--- config.mk ---
export PLATFORM = sky130hd
export DESIGN_NAME = pseq_top
export DESIGN_NICKNAME = d
export VERILOG_FILES = /design/src/rtl/pseq_pkg.sv /design/src/rtl/pseq_down_cnt.sv /design/src/rtl/pseq_seg_slot.sv /design/src/rtl/pseq_ctrl.sv /design/src/rtl/pseq_top.sv
export SDC_FILE = /design/constraint.sdc
export NUM_CORES = 1
export LEC_CHECK = 0
export ABC_AREA = 1
export BUFFER_PORTS_ARGS = -buffer_cell sky130_fd_sc_hd__buf_2
export CORE_MARGIN = 4
export CORE_UTILIZATION = 45
export DETAILED_ROUTE_END_ITERATION = 10
export REMOVE_ABC_BUFFERS = 1
export SLEW_MARGIN = 20
export SYNTH_ARGS = -nofsm -noshare
export SYNTH_HDL_FRONTEND = slang
export SYNTH_HIERARCHICAL = 1
export SYNTH_SLANG_ARGS = --single-unit
export TNS_END_PERCENT = 30
--- constraint.sdc ---
create_clock -name clk_i -period 4.25 [get_ports clk_i]
set_input_delay 0.6375 -clock clk_i [delete_from_list [all_inputs] [get_ports clk_i]]
set_output_delay 0.6375 -clock clk_i [all_outputs]
set_load 0.05 [all_outputs]
--- src/rtl/pseq_pkg.sv ---
package pseq_pkg;
  localparam int unsigned ADDR_W = 2;
  localparam logic [ADDR_W-1:0] ADDR_DELAY = 2'd0;
  localparam logic [ADDR_W-1:0] ADDR_HIGH  = 2'd1;
  localparam int unsigned N_SLOT = 2;
  localparam logic SLOT_HIGH = 1'b0;
  localparam logic SLOT_LOW  = 1'b1;

  typedef enum logic [1:0] {
    ST_IDLE  = 2'd0,
    ST_ARMED = 2'd1,
    ST_DELAY = 2'd2,
    ST_RUN   = 2'd3
  } seq_state_e;
endpackage

--- src/rtl/pseq_down_cnt.sv ---
module pseq_down_cnt #(
  parameter int unsigned W = 16
) (
  input  logic         clk_i,
  input  logic         rst_ni,
  input  logic         load_i,
  input  logic [W-1:0] load_val_i,
  input  logic         dec_i,
  output logic [W-1:0] cnt_o
);
  logic [W-1:0] cnt_q;

  always_ff @(posedge clk_i or negedge rst_ni) begin
    if (!rst_ni)                    cnt_q <= '0;
    else if (load_i)                cnt_q <= load_val_i;
    else if (dec_i && cnt_q != '0)  cnt_q <= cnt_q - 1'b1;
  end

  assign cnt_o = cnt_q;
endmodule

--- src/rtl/pseq_seg_slot.sv ---
module pseq_seg_slot #(
  parameter int unsigned W = 16
) (
  input  logic         clk_i,
  input  logic         rst_ni,
  input  logic         wr_i,
  input  logic [W-1:0] wr_data_i,
  input  logic         run_tick_i,
  input  logic         expire_i,
  output logic         eff_loaded_o,
  output logic         eff_zero_o,
  output logic         last_o
);
  logic [W-1:0] cnt;
  logic         loaded_q;

  pseq_down_cnt #(.W(W)) u_cnt (
    .clk_i     (clk_i),
    .rst_ni    (rst_ni),
    .load_i    (wr_i),
    .load_val_i(wr_data_i),
    .dec_i     (run_tick_i),
    .cnt_o     (cnt)
  );

  always_ff @(posedge clk_i or negedge rst_ni) begin
    if (!rst_ni)        loaded_q <= 1'b0;
    else if (wr_i)      loaded_q <= 1'b1;
    else if (expire_i)  loaded_q <= 1'b0;
  end

  // bypass so a write on the hand-off tick is honoured
  assign eff_loaded_o = loaded_q | wr_i;
  assign eff_zero_o   = wr_i ? (wr_data_i == '0) : (cnt == '0);
  assign last_o       = (cnt == W'(1));
endmodule

--- src/rtl/pseq_ctrl.sv ---
module pseq_ctrl
  import pseq_pkg::*;
#(
  parameter int unsigned W = 16
) (
  input  logic              clk_i,
  input  logic              rst_ni,
  input  logic              tick_i,
  input  logic              trig_i,
  input  logic [W-1:0]      dly_val_i,
  input  logic              dly_last_i,
  input  logic [N_SLOT-1:0] eff_loaded_i,
  input  logic [N_SLOT-1:0] eff_zero_i,
  input  logic [N_SLOT-1:0] last_i,
  input  logic [N_SLOT-1:0] wr_hit_i,
  output logic              dly_load_o,
  output logic              dly_dec_o,
  output logic [N_SLOT-1:0] run_tick_o,
  output logic [N_SLOT-1:0] expire_o,
  output logic              running_o,
  output logic              active_o,
  output logic              pulse_o,
  output logic              busy_o,
  output logic              done_o,
  output logic              underrun_o,
  output logic              req_o,
  output logic              req_sel_o
);
  seq_state_e state_q, state_d;
  logic active_q, active_d;
  logic pulse_q, pulse_d;
  logic done_q, done_d;
  logic under_q, under_d;
  logic req_q, req_d;
  logic sel_q, sel_d;
  logic go_start, go_slot, hand_off;

  always_comb begin
    state_d  = state_q;
    active_d = active_q;
    pulse_d  = pulse_q;
    done_d   = 1'b0;
    under_d  = under_q;
    req_d    = req_q;
    sel_d    = sel_q;
    dly_load_o = 1'b0;
    expire_o   = '0;
    go_start = 1'b0;
    go_slot  = SLOT_HIGH;
    hand_off = 1'b0;

    if (req_q && wr_hit_i[sel_q]) req_d = 1'b0;

    unique case (state_q)
      ST_IDLE: begin
        if (trig_i) begin
          state_d = ST_ARMED;
          under_d = 1'b0;
        end
      end
      ST_ARMED: begin
        if (tick_i) begin
          dly_load_o = 1'b1;
          if (dly_val_i == '0) go_start = 1'b1;
          else                 state_d  = ST_DELAY;
        end
      end
      ST_DELAY: begin
        if (tick_i && dly_last_i) go_start = 1'b1;
      end
      ST_RUN: begin
        if (tick_i && last_i[active_q]) begin
          expire_o[active_q] = 1'b1;
          go_start = 1'b1;
          go_slot  = ~active_q;
          hand_off = 1'b1;
        end
      end
      default: state_d = ST_IDLE;
    endcase

    if (go_start) begin
      if (!eff_loaded_i[go_slot]) begin
        under_d = 1'b1;
        pulse_d = 1'b0;
        state_d = ST_IDLE;
        req_d   = 1'b0;
      end else if (eff_zero_i[go_slot]) begin
        done_d  = 1'b1;
        pulse_d = 1'b0;
        state_d = ST_IDLE;
        req_d   = 1'b0;
      end else begin
        state_d  = ST_RUN;
        active_d = go_slot;
        pulse_d  = (go_slot == SLOT_HIGH);
        if (hand_off) begin
          req_d = 1'b1;
          sel_d = active_q;
        end
      end
    end
  end

  always_ff @(posedge clk_i or negedge rst_ni) begin
    if (!rst_ni) begin
      state_q  <= ST_IDLE;
      active_q <= SLOT_HIGH;
      pulse_q  <= 1'b0;
      done_q   <= 1'b0;
      under_q  <= 1'b0;
      req_q    <= 1'b0;
      sel_q    <= SLOT_HIGH;
    end else begin
      state_q  <= state_d;
      active_q <= active_d;
      pulse_q  <= pulse_d;
      done_q   <= done_d;
      under_q  <= under_d;
      req_q    <= req_d;
      sel_q    <= sel_d;
    end
  end

  assign dly_dec_o = (state_q == ST_DELAY) && tick_i;

  for (genvar g = 0; g < N_SLOT; g++) begin : g_run
    assign run_tick_o[g] = (state_q == ST_RUN) && (active_q == g[0]) && tick_i;
  end

  assign running_o  = (state_q == ST_RUN);
  assign active_o   = active_q;
  assign pulse_o    = pulse_q;
  assign busy_o     = (state_q != ST_IDLE);
  assign done_o     = done_q;
  assign underrun_o = under_q;
  assign req_o      = req_q;
  assign req_sel_o  = sel_q;
endmodule

--- src/rtl/pseq_top.sv ---
module pseq_top
  import pseq_pkg::*;
#(
  parameter int unsigned DUR_W = 16
) (
  input  logic              clk_i,
  input  logic              rst_ni,
  input  logic              tick_i,
  input  logic              trig_i,
  input  logic              wr_en_i,
  input  logic [ADDR_W-1:0] wr_addr_i,
  input  logic [DUR_W-1:0]  wr_data_i,
  output logic              pulse_o,
  output logic              busy_o,
  output logic              done_o,
  output logic              underrun_o,
  output logic              reload_req_o,
  output logic              reload_sel_o
);
  logic [DUR_W-1:0]  dly_reg_q;
  logic [DUR_W-1:0]  dly_cnt;
  logic              dly_load, dly_dec;
  logic [N_SLOT-1:0] eff_loaded, eff_zero, last, wr_hit, run_tick, expire;
  logic              running, active;

  always_ff @(posedge clk_i or negedge rst_ni) begin
    if (!rst_ni)                                     dly_reg_q <= '0;
    else if (wr_en_i && wr_addr_i == ADDR_DELAY)     dly_reg_q <= wr_data_i;
  end

  pseq_down_cnt #(.W(DUR_W)) u_dly (
    .clk_i     (clk_i),
    .rst_ni    (rst_ni),
    .load_i    (dly_load),
    .load_val_i(dly_reg_q),
    .dec_i     (dly_dec),
    .cnt_o     (dly_cnt)
  );

  for (genvar g = 0; g < N_SLOT; g++) begin : g_slot
    // writes to the counter in use are dropped
    assign wr_hit[g] = wr_en_i && (wr_addr_i == ADDR_HIGH + ADDR_W'(g))
                       && !(running && active == g[0]);

    pseq_seg_slot #(.W(DUR_W)) u_slot (
      .clk_i       (clk_i),
      .rst_ni      (rst_ni),
      .wr_i        (wr_hit[g]),
      .wr_data_i   (wr_data_i),
      .run_tick_i  (run_tick[g]),
      .expire_i    (expire[g]),
      .eff_loaded_o(eff_loaded[g]),
      .eff_zero_o  (eff_zero[g]),
      .last_o      (last[g])
    );
  end

  pseq_ctrl #(.W(DUR_W)) u_ctrl (
    .clk_i       (clk_i),
    .rst_ni      (rst_ni),
    .tick_i      (tick_i),
    .trig_i      (trig_i),
    .dly_val_i   (dly_reg_q),
    .dly_last_i  (dly_cnt == DUR_W'(1)),
    .eff_loaded_i(eff_loaded),
    .eff_zero_i  (eff_zero),
    .last_i      (last),
    .wr_hit_i    (wr_hit),
    .dly_load_o  (dly_load),
    .dly_dec_o   (dly_dec),
    .run_tick_o  (run_tick),
    .expire_o    (expire),
    .running_o   (running),
    .active_o    (active),
    .pulse_o     (pulse_o),
    .busy_o      (busy_o),
    .done_o      (done_o),
    .underrun_o  (underrun_o),
    .req_o       (reload_req_o),
    .req_sel_o   (reload_sel_o)
  );
endmodule

After elaboration in Yosys (flattened, before gate mapping):

Index checks and enable logic that the tools add are counted.

* register bits after elaboration: 74
* bits of input ports: 23
* output and inout port bits: 6

* $add $sub $neg: 3
* $lt $le $gt $ge: 4
* eq/ne operators: 11
* mux-type cells: 55
* bitwise gates (word level): 5
* reductions and logical operators: 38

Operators with widths (number)
* two-way mux 16 bit: 6
* zero test 16 bit: 4
* equality test 16 x 1 -> 1 bit (second input constant): 3
* nonzero test 16 bit: 3
* subtractor 16 x 1 -> 16 bit (second input constant): 3
* two-way mux 1 bit: 38
* logical AND 1 bit: 17
* two-way mux 2 bit: 8
* nonzero test 2 bit: 6
* != test 3 x 2 -> 1 bit (second input constant): 3
* AND reduction 4 bit: 2
* equality test 2 bit (second input constant): 3
* less-than comparator 1 x 2 -> 1 bit (second input constant): 3
* equality test 2 x 1 -> 1 bit (second input constant): 2
* zero test 2 bit: 2
* one-hot mux 2 bit (2 select lines): 1
* inverter 1 bit: 3
* one-hot mux 1 bit (3 select lines): 1
* AND reduction 3 bit: 1
* nonzero test 3 bit: 1
* zero test 1 bit: 2
* bitwise OR 1 bit: 2
* demux 1 bit (select 1 bit): 1
* >= comparator 1 bit (second input constant): 1

Longest topological paths before layout:

* word-level depth: 12
* gate-level depth with buffers: 17

By module:

Netlist, hierarchy kept.

By module, submodules not included
* pseq_down_cnt: times used 3, cells each 180, area each 1161.1 um2
* pseq_top: times used 1, cells each 105, area each 790.8 um2
* pseq_ctrl: times used 1, cells each 94, area each 691.9 um2
* pseq_seg_slot: times used 2, cells each 39, area each 180.2 um2

Worst setup path before layout:

No wires, ideal clock.

* path type: input-to-reg
* start: input wr_en_i
* end: register u_ctrl.state_q[0]
* arrival time: 2.614 ns
* data required time: 4.133 ns
* path slack: 1.519 ns
* cell stages on the path: 15
* path buffers: 1
* cell sequence: buf_2 nand2_1 a211oi_1 inv_1 nor3_2 nand3_1 nand2_1 o21bai_1 nand2_2 nand2_4 clkinv_4 nand2_2 nand2_1 nand3_1 nand2_1

* longest elaborated chain between the ends: 8
* elaborated cells between the ends (all ways): 15
* classes of those cells: 9 x mux; 2 x bitwise; 4 x reduce/logical

Ends and longest elaborated chain
* start, declared: line pseq_top.sv:10 `input logic wr_en_i,`
* logical AND 1 bit: line pseq_top.sv:42 `assign wr_hit[g] = wr_en_i && (wr_addr_i == ADDR_HIGH + ADDR_W'(g))`
* logical AND 1 bit: line pseq_top.sv:43 `&& !(running && active == g[0]);`
* via wr_hit[0]: line pseq_top.sv:23 `logic [N_SLOT-1:0] eff_loaded, eff_zero, last, wr_hit, run_tick, expire;`
* two-way mux 1 bit: line pseq_seg_slot.sv:34 `assign eff_zero_o = wr_i ? (wr_data_i == '0) : (cnt == '0);`
* via eff_zero[0]: line pseq_top.sv:23
* two-way mux 1 bit (implied by the code) (2 in series): line pseq_ctrl.sv:88 `end else if (eff_zero_i[go_slot]) begin`
* two-way mux 2 bit: line pseq_ctrl.sv:88
* two-way mux 2 bit: line pseq_ctrl.sv:83 `if (!eff_loaded_i[go_slot]) begin`
* two-way mux 2 bit: line pseq_ctrl.sv:82 `if (go_start) begin`
* end signal, assigned: line pseq_ctrl.sv:115 `state_q <= state_d;`
* end, declared: line pseq_ctrl.sv:29 `seq_state_e state_q, state_d;`

The timed path passes the listed nets, and every way through them passes these cells. The select of a mux whose other input is x is not followed.
A chain may end at the register's enable or synchronous reset.

Worst setup path in the final report:

* start: register u_ctrl.state_q[0]
* end: register u_ctrl.state_q[1]

* longest elaborated chain between the ends: 10
* elaborated cells between the ends (all ways): 29
* classes of those cells: 6 x eq/ne; 12 x mux; 2 x bitwise; 9 x reduce/logical

Ends and longest elaborated chain
* equality test 2 bit: line pseq_ctrl.sv:131 `assign running_o = (state_q == ST_RUN);`
* via running: line pseq_top.sv:24 `logic running, active;`
* logical AND 1 bit: line pseq_top.sv:43
* zero test 1 bit: line pseq_top.sv:43
* logical AND 1 bit: line pseq_top.sv:43
* via wr_hit[1]: line pseq_top.sv:23
* two-way mux 1 bit: line pseq_seg_slot.sv:34
* via eff_zero[1]: line pseq_top.sv:23
* two-way mux 1 bit (implied by the code) (2 in series): line pseq_ctrl.sv:88
* two-way mux 2 bit: line pseq_ctrl.sv:88
* two-way mux 2 bit: line pseq_ctrl.sv:83
* two-way mux 2 bit: line pseq_ctrl.sv:82

The timed path passes the listed nets, and every way through them passes these cells. The select of a mux whose other input is x is not followed.

==> impl_metrics.env <==
export IMPL_crit_slowest_cell="dfrtp_1"
export IMPL_pin_count=29
export IMPL_synth_top_area_frac=0.348
export IMPL_p_leak_nw=2.92
export IMPL_clock_sinks=74
export IMPL_grt_pass1_wl_um=24200
export IMPL_dpl_instance_area_um2=5520
export IMPL_crit_fanout=19
export IMPL_vdd_ir_drop_worst_mv=0.358
export IMPL_wl_per_cell_um=14.4
export IMPL_synth_seq_cells=74
export IMPL_synth_compound_area_frac=0.0453
export IMPL_synth_area_um2=5330
export IMPL_synth_top_area_cell="dfrtp_1"
export IMPL_yosys_area_share_simple=0.488
export IMPL_start_util=0.463
export IMPL_ant_nets=0
export IMPL_dr_pass1_iters=5
export IMPL_fin_nets=864
export IMPL_fin_area_um2=5820
export IMPL_die_w_um=117
export IMPL_skew_ns=0.00594
export IMPL_portBuffers=28
export IMPL_fmax_mhz=434
export IMPL_start_kind="flip-flop"
export IMPL_clock_latency_ns=0.34
export IMPL_status="complete, no violations"
export IMPL_synthAdderAreaFrac=0.00705
export IMPL_wl_um=14200
export IMPL_antenna_cells=0
export IMPL_num_rows=39
export IMPL_required_ns=4.48
export IMPL_die_area_um2=13600
export IMPL_synthTopCellsByArea="dfrtp_1, nand2_1, nand3_1"
export IMPL_cts_tree="done"
export IMPL_finalPower_w=0.00332
export IMPL_gp_congestion=0.948
export IMPL_grt_total_usage=0.223
export IMPL_fill_cells=1172
export IMPL_worstSetupEndpointType="flip-flop"
export IMPL_clk_path_buf_depth=2
export IMPL_synthMuxAreaShare=0
export IMPL_cts_buffers=9
export IMPL_finalHoldViolCount=0
export IMPL_dp_cells=970
export IMPL_synthCells=817
export IMPL_slew_viol_final=0
export IMPL_path_cells="nand2_1 -> inv_1 -> a211oi_2 -> buf_4 -> inv_1 -> nor3_2 -> nand3_1 -> nand2_1 -> inv_1 -> nand2_2 -> nand2_2 -> nand2_4 -> clkinv_4 -> nand2_2 -> nand2_1 -> nand3_1 -> nand2_1"
export IMPL_grt_start_max_net_pins=75
export IMPL_cts_hold_buf=0
export IMPL_grt_overflow_total=0
export IMPL_synthDistinctLibCells=39
export IMPL_cap_violations=0
export IMPL_worstSetupPathType="reg2reg"
export IMPL_synth_xor_area_share=0.0247
export IMPL_fin_tns_setup_ns=0
export IMPL_final_cells=986
export IMPL_grt_setup_unrepaired="no"
export IMPL_min_path_type="in2async"
export IMPL_yosysSeqAreaShare=0.348
export IMPL_place_hpwl_um=10300
export IMPL_clk_pin_slew_worst_paths_ns=0.06
export IMPL_htreeDepth=3
export IMPL_crit_top_cell="nand2_1"
export IMPL_critPathMaxStageDelay_ns=0.49
export IMPL_yosys_warnings=6
export IMPL_synth_top_family_by_area="simple AND/OR/NAND/NOR gates"
export IMPL_die_height_um=117
export IMPL_min_period_ns=2.30
export IMPL_drt_iter0_drc=447
export IMPL_clockRootBuffer="clkbuf_16"
export IMPL_tightest_slew_ns=0.972
export IMPL_slew_headroom=0.352
export IMPL_ctsResizeCount=0
export IMPL_cts_setup_buffers=0
export IMPL_timing_final_crit_share=0.542
export IMPL_antenna_found_initial=0
export IMPL_syn2layout_area_growth_pct=9.23
export IMPL_drive_gt1_frac=0.119
export IMPL_grt_pass1_vias=4994
export IMPL_arrival_ns=2.54
export IMPL_setup_violations=0
export IMPL_syn_avg_cell_area_um2=6.52
export IMPL_vias_per_cell=5.24
export IMPL_drc=0
export IMPL_power_density_nw_per_um2=570
export IMPL_via_count=5171
export IMPL_coreArea_um2=11500
## power breakdown
| part | internal, W | switching (W) | total (W) |
|---|---|---|---|
| logic | 0.000477 | 0.000870 | 0.00135 |
| registers | 0.000902 | 0.000279 | 0.00118 |
| clock network | 0.000459 | 0.000329 | 0.000788 |
## registers in the layout, indices dropped and copies added (netlist names)
register and flops:
g_slot.u_slot/u_cnt/cnt_o 32, u_ctrl/done_o 1, u_ctrl/req_sel_o 1, u_ctrl/active_o 1, u_ctrl/state_q 2, u_ctrl/underrun_o 1, u_dly/cnt_o 16, u_ctrl/req_o 1
u_ctrl/pulse_o 1, dly_reg_q 16, g_slot.u_slot/loaded_q 2
## path summary, 6_finish.rpt
check | from | end | slack, ns | cells after the start
setup / recovery | u_ctrl/state_q[0] | u_ctrl/state_q[1] | 1.95 | 17
hold / removal | rst_ni | u_dly/cnt_o[3] | 0.44 | 1
setup reg to reg | u_ctrl/state_q[0] | u_ctrl/state_q[1] | 1.95 | 17
hold reg to reg | u_ctrl/pulse_o | u_ctrl/pulse_o | 0.49 | 1
max in group asynchronous | rst_ni | g_slot[0].u_slot/u_cnt/cnt_o[9] | 3.17 | 1
min in group clk_i | u_ctrl/pulse_o | u_ctrl/pulse_o | 0.49 | 1
## cell families after synthesis
family,count (synthesis)
compound gates,39
flops,74
xor+xnor,15
simple gates,587
buf+inv,99
fa+ha+maj,3
## metal layers
layer  vias up  GRT usage  routed length, µm
li1       2619          -                  -
met1      2363      0.299               6360
met2       160      0.369               6760
met3        29     0.0360                715
met4         0     0.0757                365
met5         -          0                  0
## final cells by class
class	count	area, µm²	area share
clock buffer	9	225	0.0387
clock inverter	7	76.3	0.0131
inverter	78	300	0.0516
multi-input combinational	644	3020	0.519
sequential	74	1850	0.318
tap	143	179	0.0308
timing repair buffer	31	165	0.0284
## metrics by stage
stage	utilization	hold slack, ns	setup WS, ns
floorplan	-	0.342	1.12
global placement	0.479	0.475	1.80
global route	0.505	0.531	1.74
CTS	0.505	0.496	1.93
detailed placement	0.479	0.483	1.66
finish	0.505	0.443	1.95
## placed cells by master, fill, tap and decap left out, types with 2 or more instances in the layout
master / n
or2_1: 2
inv_6: 2
xor2_1: 9
inv_1: 73
xnor2_1: 6
nor3_1: 8
clkinv_4: 2
o211ai_1: 3
nand2_4: 7
nand3b_1: 7
ha_1: 3
nor2_1: 146
a211oi_2: 2
buf_4: 4
nand3_1: 120
inv_2: 3
nor2_4: 5
nor3_2: 3
o21ai_1: 4
dfrtp_1: 74
clkbuf_16: 9
o21ai_0: 22
nand2_2: 10
nand4_1: 3
nand3_2: 2
a21oi_2: 2
clkinvlp_4: 2
buf_2: 27
nor2_2: 7
nand2_1: 259
or2_2: 7
## synthesized netlist by cell type
library cell,count
clkbuf_1,3
nor2_1,146
xnor2_1,6
clkinv_4,1
buf_4,2
nand2_2,10
nor3_1,8
xor2_1,9
nand3b_4,1
nand4_1,3
buf_6,5
a21oi_4,1
o22ai_1,1
nand2_4,7
inv_2,3
ha_1,3
o21a_1,1
a211oi_1,2
nand3b_1,7
nand3_1,120
o21ai_0,22
nand2_1,259
inv_4,1
inv_1,73
nor2_2,7
buf_2,8
or2_1,2
nor2_4,5
dfrtp_1,74
o211ai_1,3
or2_2,7
nand3_2,2
o21ai_1,4
o211a_1,1
a21oi_2,2
nor3_2,3
clkbuf_8,3
o21ai_2,1
o21bai_1,1
## worst max-delay path: cells and delay by family, from the launching register on
family	cells	cell delay [ns]
AND/OR/NAND/NOR	11	0.90
buffers and inverters	5	0.59
flip-flops	1	0.49
AO/OA/AOI/OAI	1	0.22
No activity file was read; power rests on OpenSTA's default activity.
